### src/rtl/bus_region_pkg.sv
package bus_region_pkg;
  typedef enum logic [1:0] {
    RG_NONE = 2'd0,
    RG_XRAM = 2'd1,
    RG_PERI = 2'd2,
    RG_EXT  = 2'd3
  } region_e;
endpackage

### src/rtl/region_decode.sv
module region_decode
  import bus_region_pkg::*;
#(
  parameter int unsigned       AW        = 24,
  parameter logic [AW-1:0]     XRAM_BASE = 24'h00E000,
  parameter int unsigned       XRAM_SIZE = 2048,
  parameter logic [AW-1:0]     PERI_BASE = 24'h00EF00,
  parameter int unsigned       PERI_SIZE = 256
) (
  input  logic [AW-1:0] addr_i,
  input  logic          en_i,
  output region_e       region_o
);
  localparam logic [AW-1:0] XRAM_LAST = XRAM_BASE + AW'(XRAM_SIZE - 1);
  localparam logic [AW-1:0] PERI_LAST = PERI_BASE + AW'(PERI_SIZE - 1);

  logic hit_xram, hit_peri;
  assign hit_xram = (addr_i >= XRAM_BASE) && (addr_i <= XRAM_LAST);
  assign hit_peri = (addr_i >= PERI_BASE) && (addr_i <= PERI_LAST);

  always_comb begin
    if (en_i && hit_xram)      region_o = RG_XRAM;
    else if (en_i && hit_peri) region_o = RG_PERI;
    else                       region_o = RG_EXT;
  end
endmodule

### src/rtl/lane_gen.sv
module lane_gen #(
  parameter int unsigned NB = 2
) (
  input  logic          lsb_i,
  input  logic          word_i,
  output logic [NB-1:0] be_o,
  output logic          misalign_o
);
  for (genvar i = 0; i < NB; i++) begin : g_lane
    assign be_o[i] = word_i || (lsb_i == i[0]);
  end
  assign misalign_o = word_i && lsb_i;
endmodule

### src/rtl/wait_seq.sv
module wait_seq
  import bus_region_pkg::*;
#(
  parameter int unsigned XRAM_WAITS = 0,
  parameter int unsigned PERI_WAITS = 2
) (
  input  logic    clk_i,
  input  logic    rst_ni,
  input  logic    accept_i,
  input  region_e region_i,
  input  logic    ext_done_i,
  output logic    active_o,
  output logic    ready_o,
  output region_e region_o
);
  localparam int unsigned MAXW = (PERI_WAITS > XRAM_WAITS) ? PERI_WAITS : XRAM_WAITS;
  localparam int unsigned CW   = (MAXW < 1) ? 1 : $clog2(MAXW + 1);

  logic          active_q;
  logic [CW-1:0] cnt_q;
  region_e       region_q;

  always_ff @(posedge clk_i or negedge rst_ni) begin
    if (!rst_ni) begin
      active_q <= 1'b0;
      cnt_q    <= '0;
      region_q <= RG_NONE;
    end else if (accept_i) begin
      active_q <= 1'b1;
      region_q <= region_i;
      cnt_q    <= (region_i == RG_PERI) ? CW'(PERI_WAITS) :
                  (region_i == RG_XRAM) ? CW'(XRAM_WAITS) : '0;
    end else if (active_q) begin
      if (ready_o) begin
        active_q <= 1'b0;
        region_q <= RG_NONE;
      end else if (cnt_q != '0) begin
        cnt_q <= cnt_q - 1'b1;
      end
    end
  end

  assign active_o = active_q;
  assign region_o = region_q;
  assign ready_o  = active_q && (cnt_q == '0) && ((region_q != RG_EXT) || ext_done_i);

  // checker: cycles since acceptance vs. the wait count for the region
  logic [7:0] age_q, lat_q;
  always_ff @(posedge clk_i or negedge rst_ni) begin
    if (!rst_ni) begin
      age_q <= '0;
      lat_q <= '0;
    end else if (accept_i) begin
      age_q <= '0;
      lat_q <= (region_i == RG_PERI) ? 8'(PERI_WAITS) :
               (region_i == RG_XRAM) ? 8'(XRAM_WAITS) : 8'd0;
    end else if (active_q && age_q != 8'hff) begin
      age_q <= age_q + 1'b1;
    end
  end

  p_wait_count_r5: assert property (@(posedge clk_i) disable iff (!rst_ni)
    ready_o && region_q != RG_EXT |-> age_q == lat_q);
  p_xram_zero_wait_r4: assert property (@(posedge clk_i) disable iff (!rst_ni)
    accept_i && region_i == RG_XRAM && XRAM_WAITS == 0 |=> ready_o);
  p_ready_pulse_r10: assert property (@(posedge clk_i) disable iff (!rst_ni)
    ready_o |=> !ready_o);
endmodule

### src/rtl/bus_region_dec.sv
module bus_region_dec
  import bus_region_pkg::*;
#(
  parameter int unsigned AW         = 24,
  parameter int unsigned DW         = 16,
  parameter int unsigned SEG_KEEP   = 20,
  parameter int unsigned XRAM_WAITS = 0,
  parameter int unsigned PERI_WAITS = 2
) (
  input  logic            clk_i,
  input  logic            rst_ni,
  input  logic            periph_en_i,
  input  logic            rd_i,
  input  logic            wr_i,
  input  logic            word_i,
  input  logic [AW-1:0]   addr_i,
  input  logic [DW-1:0]   wdata_i,
  input  logic [DW-1:0]   xram_rdata_i,
  input  logic [DW-1:0]   peri_rdata_i,
  input  logic [DW-1:0]   ext_rdata_i,
  input  logic            ext_done_i,
  output logic            xram_sel_o,
  output logic            peri_sel_o,
  output logic            ext_sel_o,
  output logic [AW-1:0]   tgt_addr_o,
  output logic [AW-1:0]   ext_addr_o,
  output logic [DW/8-1:0] be_o,
  output logic            we_o,
  output logic [DW-1:0]   wdata_o,
  output logic [DW-1:0]   rdata_o,
  output logic            ready_o,
  output logic            busy_o,
  output logic            misalign_o
);
  localparam int unsigned NB = DW / 8;

  region_e       region_d, region_q;
  logic [NB-1:0] be_d, be_q;
  logic          mis_d, mis_q, active, req, accept;
  logic [AW-1:0] addr_q;
  logic [DW-1:0] wdata_q;
  logic          we_q, en_q;

  region_decode #(.AW(AW)) u_dec (
    .addr_i  (addr_i),
    .en_i    (periph_en_i),
    .region_o(region_d)
  );

  lane_gen #(.NB(NB)) u_lane (
    .lsb_i     (addr_i[0]),
    .word_i    (word_i),
    .be_o      (be_d),
    .misalign_o(mis_d)
  );

  assign req    = rd_i || wr_i;
  assign accept = req && !active && !mis_d;

  wait_seq #(.XRAM_WAITS(XRAM_WAITS), .PERI_WAITS(PERI_WAITS)) u_seq (
    .clk_i     (clk_i),
    .rst_ni    (rst_ni),
    .accept_i  (accept),
    .region_i  (region_d),
    .ext_done_i(ext_done_i),
    .active_o  (active),
    .ready_o   (ready_o),
    .region_o  (region_q)
  );

  always_ff @(posedge clk_i or negedge rst_ni) begin
    if (!rst_ni) begin
      addr_q  <= '0;
      wdata_q <= '0;
      be_q    <= '0;
      we_q    <= 1'b0;
      en_q    <= 1'b0;
      mis_q   <= 1'b0;
    end else begin
      mis_q <= req && !active && mis_d;
      if (accept) begin
        addr_q  <= addr_i;
        wdata_q <= wdata_i;
        be_q    <= be_d;
        we_q    <= wr_i;
        en_q    <= periph_en_i;
      end
    end
  end

  assign xram_sel_o = active && (region_q == RG_XRAM);
  assign peri_sel_o = active && (region_q == RG_PERI);
  assign ext_sel_o  = active && (region_q == RG_EXT);
  assign tgt_addr_o = addr_q;
  assign ext_addr_o = en_q ? {{(AW-SEG_KEEP){1'b0}}, addr_q[SEG_KEEP-1:0]} : addr_q;
  assign be_o       = active ? be_q : '0;
  assign we_o       = active && we_q;
  assign wdata_o    = wdata_q;
  assign busy_o     = active;
  assign misalign_o = mis_q;

  always_comb begin
    rdata_o = '0;
    if (ready_o) begin
      case (region_q)
        RG_XRAM: rdata_o = xram_rdata_i;
        RG_PERI: rdata_o = peri_rdata_i;
        RG_EXT:  rdata_o = ext_rdata_i;
        default: rdata_o = '0;
      endcase
    end
  end

  p_one_sel_r1: assert property (@(posedge clk_i) disable iff (!rst_ni)
    $onehot0({xram_sel_o, peri_sel_o, ext_sel_o}));
  p_ext_mask_r6: assert property (@(posedge clk_i) disable iff (!rst_ni)
    ext_sel_o && en_q |-> ext_addr_o[AW-1:SEG_KEEP] == '0);
  p_misalign_idle_r8: assert property (@(posedge clk_i) disable iff (!rst_ni)
    misalign_o |-> !busy_o && $past(req));
  p_lanes_r7: assert property (@(posedge clk_i) disable iff (!rst_ni)
    busy_o |-> be_o != '0);
  p_busy_hold_r10: assert property (@(posedge clk_i) disable iff (!rst_ni)
    busy_o && !ready_o |=> busy_o && $stable(tgt_addr_o));
endmodule

### config.mk
export PLATFORM = sky130hd
export DESIGN_NAME = bus_region_dec
export DESIGN_NICKNAME = d
export VERILOG_FILES = /design/src/rtl/bus_region_pkg.sv /design/src/rtl/region_decode.sv /design/src/rtl/lane_gen.sv /design/src/rtl/wait_seq.sv /design/src/rtl/bus_region_dec.sv
export SDC_FILE = /design/constraint.sdc
export NUM_CORES = 1
export LEC_CHECK = 0
export ABC_AREA = 0
export CAP_MARGIN = 15
export CORE_MARGIN = 2
export CORE_UTILIZATION = 46
export DETAILED_ROUTE_END_ITERATION = 10
export DONT_BUFFER_PORTS = 1
export PLACE_DENSITY = 0.7
export RECOVER_POWER = 25
export SYNTH_ARGS = -nofsm -noshare
export SYNTH_HDL_FRONTEND = slang
export SYNTH_SLANG_ARGS = --single-unit
### constraint.sdc
create_clock -name clk_i -period 2.1 [get_ports clk_i]
set_input_delay 0.63 -clock clk_i [delete_from_list [all_inputs] [get_ports clk_i]]
set_output_delay 0.63 -clock clk_i [all_outputs]
set_load 0.005 [all_outputs]
==> impl_metrics.env, run 1 <==
export IMPL_period_share_pct=102.0
export IMPL_grt_total_usage_pct=15.72
export IMPL_cp_data_arrival_time_ps=1510
export IMPL_antenna_violations_before_repair=0
export IMPL_post_synth_simple_gate_area_pct=9.784
export IMPL_startpoint_type="flip-flop"
export IMPL_final_setup_viol_count=16
export IMPL_power_static_leakage_nw=1.300
export IMPL_numPlacedInstances=273
export IMPL_synth_warnings=0
export IMPL_cts_tree="done"
export IMPL_dp_hpwl_mm=4.105
export IMPL_detailroute_via_count=1688
export IMPL_critical_path_max_fanout=8
export IMPL_critical_path_slowest_cell="sky130_fd_sc_hd__dfrtp_2"
export IMPL_timing_fmax_mhz=466.8
export IMPL_synth_most_common_cell="sky130_fd_sc_hd__dfrtp_1"
export IMPL_synth_edff_count=0
export IMPL_synth_compound_gate_area_share_pct=7.901
export IMPL_synth_flop_cell="sky130_fd_sc_hd__dfrtp_1"
export IMPL_path_clk_slew_ps=90
export IMPL_regToRegStartpoint="u_seq.active_o"
export IMPL_gp_routability_congestion=0.7167
export IMPL_firstDrtPassIters=4
export IMPL_crit_type="flip-flop to primary output"
export IMPL_clk_latency_ps=290
export IMPL_rsz0062_at_grt="yes"
export IMPL_final_area_um2=3095
export IMPL_synth_xor_xnor_area_share_pct=0.3215
export IMPL_grt_start_max_net_pins=51
export IMPL_die_y_um=80.95
export IMPL_final_antenna_violating_net_count=0
export IMPL_drt_total_wl_mm=6.322
export IMPL_power_per_cell_area_nw_per_um2=1617
export IMPL_insertedDiodeCount=0
export IMPL_wire_length_of_the_first_global_routing_pass_mm=7.955
export IMPL_finalHoldViolations=0
export IMPL_timing_final_crit_period_ps=2142
export IMPL_synthesized_cell_area_um2=2724
export IMPL_cp_end_kind="primary output"
export IMPL_die_w_um=80.95
export IMPL_synth_area_in_adders_pct=0.4593
export IMPL_final_nets=309
export IMPL_cts_inserted_buffers=5
export IMPL_yosysUniqueCellTypes=33
export IMPL_violations="negative setup slack"
export IMPL_class_of_the_most_critical_hold_timing_path="input pin to async pin"
export IMPL_run_status="finished with violations"
export IMPL_wl_per_cell_um=21.88
export IMPL_buffer_ports_inserted=0
export IMPL_area_growth_pct=13.64
export IMPL_ioPinCount=184
export IMPL_cts_path_max_buffers=2
export IMPL_reg2reg_setup_slack_ps=190
export IMPL_vias_per_cell=5.841
export IMPL_synth_seq_area_share_pct=45.93
export IMPL_placeableCoreArea_um2=5816
export IMPL_clk_root_buffer_cell="sky130_fd_sc_hd__clkbuf_8"
export IMPL_synth_top_cells_by_count="50 x sky130_fd_sc_hd__dfrtp_1, 37 x sky130_fd_sc_hd__mux2_2, 21 x sky130_fd_sc_hd__nor2_1"
export IMPL_via_count_of_the_first_global_routing_pass=1556
export IMPL_finalClockSkew_ps=4.206
export IMPL_synth_top_family_by_area="multiplexers"
export IMPL_number_of_h_tree_levels=2
export IMPL_dr_first_iter_drc_count=71
export IMPL_reg2reg_capture_point="tgt_addr_o[5]"
export IMPL_slew_headroom_pct=16.17
export IMPL_synth_nets=320
export IMPL_syn_inst=224
export IMPL_final_cells=289
export IMPL_async_flop_share_pct=100.0
export IMPL_cpPeakStageDelay_ps=450
export IMPL_worst_path_required_ps=1470
export IMPL_post_place_ws_ps=243.0
export IMPL_grt_ovfl_total=0
export IMPL_floorplan_die_area_um2=6553
export IMPL_cap_violations=0
export IMPL_muxShareOfSynthArea_pct=26.27
export IMPL_clock_sink_count=50
export IMPL_crit_start="u_seq.region_o[0]"
export IMPL_timing_max_transition_violations_final=0
export IMPL_reg2reg_depth=4
export IMPL_floorplan_initialDensity_pct=46.84
export IMPL_largest_cells_by_area_after_synthesis="sky130_fd_sc_hd__dfrtp_1 46%, sky130_fd_sc_hd__mux2_2 15%, sky130_fd_sc_hd__mux2_4 9.4%"
export IMPL_synthesized_area_divided_by_synthesized_cell_count_um2=12.16
export IMPL_yosys_area_top_type="sky130_fd_sc_hd__dfrtp_1"
export IMPL_timing_critical_path_cells="buf_6 > nor2b_4 > a21o_4 > clkbuf_16 > nor2_4"
export IMPL_fin_tns_setup_ps=-386.7
export IMPL_std_cell_rows=28
export IMPL_detail_route_drc_violations=0
export IMPL_layout_drive_gt1_share_pct=56.07
export IMPL_ys_ff_latch=50
export IMPL_synth_top_cell_area_share_pct=45.93
export IMPL_tightest_slew_ps=1257
export IMPL_worst_ir_drop_vdd_mv=0.6832
export IMPL_dpl_cell_area_um2=2639
export IMPL_finalWorstSetupSlack_ps=-42.09
## final cells by class
type / instances / area (um^2)
Fill cell: 509 / 2720
Multi-Input combinational cell: 136 / 1443
Sequential cell: 50 / 1252
Timing Repair Buffer: 16 / 196.4
Tap cell: 75 / 93.84
Clock buffer: 6 / 82.58
Inverter: 4 / 15.01
Clock inverter: 2 / 12.51
## timing repair
action                                 in CTS  in global routing
pin swaps                                   0                 22
endpoints found under the hold margin       0                 24
hold buffers                                0                  2
cloned                                      0                  5
setup endpoints to repair                  16                 17
resized for setup                          31                 41
setup buffers                               0                  1
## cells by family (layout without fill, tap and decap cells)
| logic type | Yosys count | in the layout |
|---|---|---|
| mux | 58 | 58 |
| buf+inv | 38 | 28 |
| fa+ha+maj | 1 | 1 |
| simple gates | 48 | 48 |
| compound gates | 28 | 28 |
| xor+xnor | 1 | 1 |
| flops | 50 | 50 |
## cells in the final DEF (no fill, tap or decap), types with 5 or more instances in the layout
| cell type | Yosys | routed |
|---|---|---|
| sky130_fd_sc_hd__a22oi_2 | 0 | 16 |
| sky130_fd_sc_hd__buf_4 | 20 | 5 |
| sky130_fd_sc_hd__clkbuf_8 | 0 | 6 |
| sky130_fd_sc_hd__dfrtp_1 | 50 | 49 |
| sky130_fd_sc_hd__mux2_2 | 37 | 35 |
| sky130_fd_sc_hd__mux2_4 | 17 | 19 |
| sky130_fd_sc_hd__nor2_1 | 21 | 5 |
| sky130_fd_sc_hd__nor2_4 | 0 | 16 |
| sky130_fd_sc_hd__nor2b_1 | 8 | 6 |
## registers in the layout, indices dropped and copies added (netlist names)
register,flops
wdata_o,16
tgt_addr_o,24
we_q,1
be_q,2
u_seq.region_o,2
misalign_o,1
en_q,1
u_seq.cnt_q,2
u_seq.active_o,1
## where the power goes
part	internal [mW]	switching [mW]
logic	1.37	1.13
registers	1.45	0.491
clock network	0.265	0.302
total	3.08	1.92
## worst max-delay path: cells and delay by family (launching register included)
| kind | cells | cell delay (ps) |
|---|---|---|
| simple gates | 2 | 210 |
| buf+inv | 2 | 330 |
| compound gates | 1 | 230 |
| flops | 1 | 450 |
## through the flow
stage / hold WS, ps / util [%] / power (mW)
after floorplan: 334.4 / - / 3.633
after global placement: 335.4 / 45.37 / 3.649
after detailed placement: 335.4 / 45.37 / 3.706
after CTS: 8.074 / 48.88 / 4.505
after global routing: 0.1499 / 53.23 / 5.330
final: 27.17 / 53.23 / 5.005
## worst max path at each step
stage,endpoint,slack (ps)
2_1_floorplan,rdata_o[10],90
3_3_place_gp,u_seq.region_o[0],280
3_5_place_dp,rdata_o[10],240
4_1_cts,rdata_o[14],-30
5_1_grt,rdata_o[12],-100
6_report,rdata_o[5],-40
## metal layers
metal  global-route usage, %  share of wire (%)  vias up  routed length, um
met4                   2.542               0.38        0                 24
li1                        -                  -      740                  -
met5                       0                  0        -                  0
met3                   6.000                9.5        4                603
met2                   25.87                 50       90               3179
met1                   20.09                 40      854               2515
No activity file was read; power rests on OpenSTA's default activity.
==> run 2, diff against run 1 <==
--- a/config.mk
+++ b/config.mk
@@ -7,6 +7,7 @@
 export LEC_CHECK = 0
 export ABC_AREA = 0
 export CAP_MARGIN = 15
+export CORE_ASPECT_RATIO = 0.6
 export CORE_MARGIN = 2
 export CORE_UTILIZATION = 46
 export DETAILED_ROUTE_END_ITERATION = 10
==> run 2 against run 1 <==
- critical endpoint is now rdata_o[14]
- the run still ends with negative setup slack left
- sequential share of layout area is 3.2 points higher
- non-clock buffer count is 9 lower
- fmax is 0.25% lower
==> impl_metrics.env, run 2 (same netlist as run 1, synthesis figures left out) <==
export IMPL_grt_start_max_net_pins=51
export IMPL_via_count_of_the_first_global_routing_pass=1640
export IMPL_number_of_h_tree_levels=2
export IMPL_finalWorstSetupSlack_ps=-47.50
export IMPL_clk_root_buffer_cell="sky130_fd_sc_hd__clkbuf_8"
export IMPL_final_cells=285
export IMPL_critical_path_max_fanout=22
export IMPL_die_w_um=103.3
export IMPL_worst_path_required_ps=1470
export IMPL_slew_headroom_pct=57.38
export IMPL_final_antenna_violating_net_count=0
export IMPL_floorplan_die_area_um2=6573
export IMPL_postLayoutCoreUtil_pct=50.70
export IMPL_timing_fmax_mhz=465.7
export IMPL_post_place_ws_ps=245.5
export IMPL_cts_inserted_buffers=5
export IMPL_final_area_um2=2864
export IMPL_layout_commonest_cell="sky130_fd_sc_hd__dfrtp_1"
export IMPL_finalClockSkew_ps=6.354
export IMPL_cp_data_arrival_time_ps=1520
export IMPL_power_per_cell_area_nw_per_um2=1576
export IMPL_placeableCoreArea_um2=5649
export IMPL_std_cell_rows=21
export IMPL_dr_first_iter_drc_count=58
export IMPL_violations="negative setup slack"
export IMPL_cap_violations=0
export IMPL_dpl_cell_area_um2=2655
export IMPL_dp_hpwl_mm=4.242
export IMPL_layout_area_seq_um2=1251
export IMPL_class_of_the_most_critical_hold_timing_path="input pin to async pin"
export IMPL_power_static_leakage_nw=1.214
export IMPL_numPlacedInstances=276
export IMPL_insertedDiodeCount=0
export IMPL_buffer_ports_inserted=0
export IMPL_wl_per_cell_um=20.91
export IMPL_detailroute_via_count=1641
export IMPL_die_y_um=63.61
export IMPL_timing_max_transition_violations_final=0
export IMPL_path_clk_slew_ps=90
export IMPL_wire_length_of_the_first_global_routing_pass_mm=8.445
export IMPL_grt_total_usage_pct=16.80
export IMPL_worst_path_dominant_cell_family="flip-flops"
export IMPL_antenna_violations_before_repair=0
export IMPL_layout_drive_gt1_share_pct=46.83
export IMPL_tightest_slew_ps=637.2
export IMPL_gp_routability_congestion=0.6881
export IMPL_fillers=500
export IMPL_worst_path_stages=4
export IMPL_rsz0062_at_grt="yes"
export IMPL_cts_path_max_buffers=2
export IMPL_grt_ovfl_total=0
export IMPL_most_common_layout_cells="50 x sky130_fd_sc_hd__dfrtp_1, 37 x sky130_fd_sc_hd__mux2_2, 17 x sky130_fd_sc_hd__mux2_4"
export IMPL_clk_latency_ps=290
export IMPL_run_status="finished with violations"
export IMPL_cpPeakStageDelay_ps=390
export IMPL_reg2reg_depth=3
export IMPL_final_nets=300
export IMPL_vias_per_cell=5.758
export IMPL_multi_input_combinational_cell_area_um2=1315
export IMPL_period_share_pct=102.3
export IMPL_floorplan_initialDensity_pct=48.22
export IMPL_finalHoldViolations=0
export IMPL_detail_route_drc_violations=0
export IMPL_startpoint_type="flip-flop"
export IMPL_crit_type="flip-flop to primary output"
export IMPL_largest_register_ff_count=24
export IMPL_timing_critical_path_cells="buf_12 > mux2_2 > a22oi_2 > nor2_4"
export IMPL_clock_sink_count=50
export IMPL_timing_final_crit_period_ps=2148
export IMPL_cts_setup_buffers=0
export IMPL_final_setup_viol_count=16
export IMPL_finalHoldWorstSlack_ps=20.57
export IMPL_worstPathBufferInverterCount=1
export IMPL_cp_end_kind="primary output"
export IMPL_cts_tree="done"
export IMPL_critical_path_slowest_cell="sky130_fd_sc_hd__dfrtp_1"
export IMPL_area_growth_pct=5.145
export IMPL_worst_ir_drop_vdd_mv=0.5677
export IMPL_firstDrtPassIters=4
export IMPL_drt_total_wl_mm=5.960
export IMPL_ioPinCount=184
run 2: cell count changes in the layout (fill, tap and decap cells not counted), sizes merged:
cell	change
buf	-6
clkbuf	-3
clkinv	+1
clkinvlp	-1
run 2: worst register-to-register path, stage by stage (launching register included):
cell                       delay, ps
sky130_fd_sc_hd__dfrtp_1         460
sky130_fd_sc_hd__o21bai_1        320
sky130_fd_sc_hd__nand2b_4        530
sky130_fd_sc_hd__mux2_2          390
run 2: cell type report:
type	instances	area share, %
clock buffer	6	2.534
clock inverter	2	0.4806
inverter	4	0.5242
multi-input combinational	136	45.92
sequential	50	43.69
tap	80	3.495
timing repair buffer	7	3.364
run 2: routing by layer:
metal / vias up / GRT usage, % / wire [um]
li1: 723 / - / -
met1: 821 / 22.70 / 2446
met2: 91 / 24.84 / 2857
met3: 6 / 7.658 / 602
met4: 0 / 3.289 / 54
met5: - / 0 / 0
run 2: stage by stage:
| stage | TNS [ps] | power, mW |
|---|---|---|
| after floorplan | 0 | 3.633 |
| after global placement | 0 | 3.666 |
| after detailed placement | 0 | 3.731 |
| after CTS | -532.3 | 4.411 |
| after global routing | -1581 | 4.838 |
| final | -555.2 | 4.515 |
run 2: worst paths after layout:
path | from | slack (ps) | endpoint
worst max-delay path | u_seq.region_o[0] | -50 | rdata_o[14]
worst min-delay path | rst_ni | 20 | wdata_o[4]
worst max register to register | u_seq.active_o | 280 | tgt_addr_o[5]
worst min register to register | we_q | 520 | we_q
max in group asynchronous | rst_ni | 900 | en_q
min in group clk_i | addr_i[0] | 440 | be_q[0]
run 2: power by group:
group,leakage (nW),switching [mW],internal [mW]
Sequential,0.588,0.482,1.45
Clock,0.0452,0.309,0.236
Combinational,0.581,0.931,1.11
run 2: what timing repair did:
item	CTS	global route
gates resized for setup	20	15
pin swaps	0	0
hold endpoints to repair	0	15
hold buffers	0	1
endpoints found under the setup margin	16	17
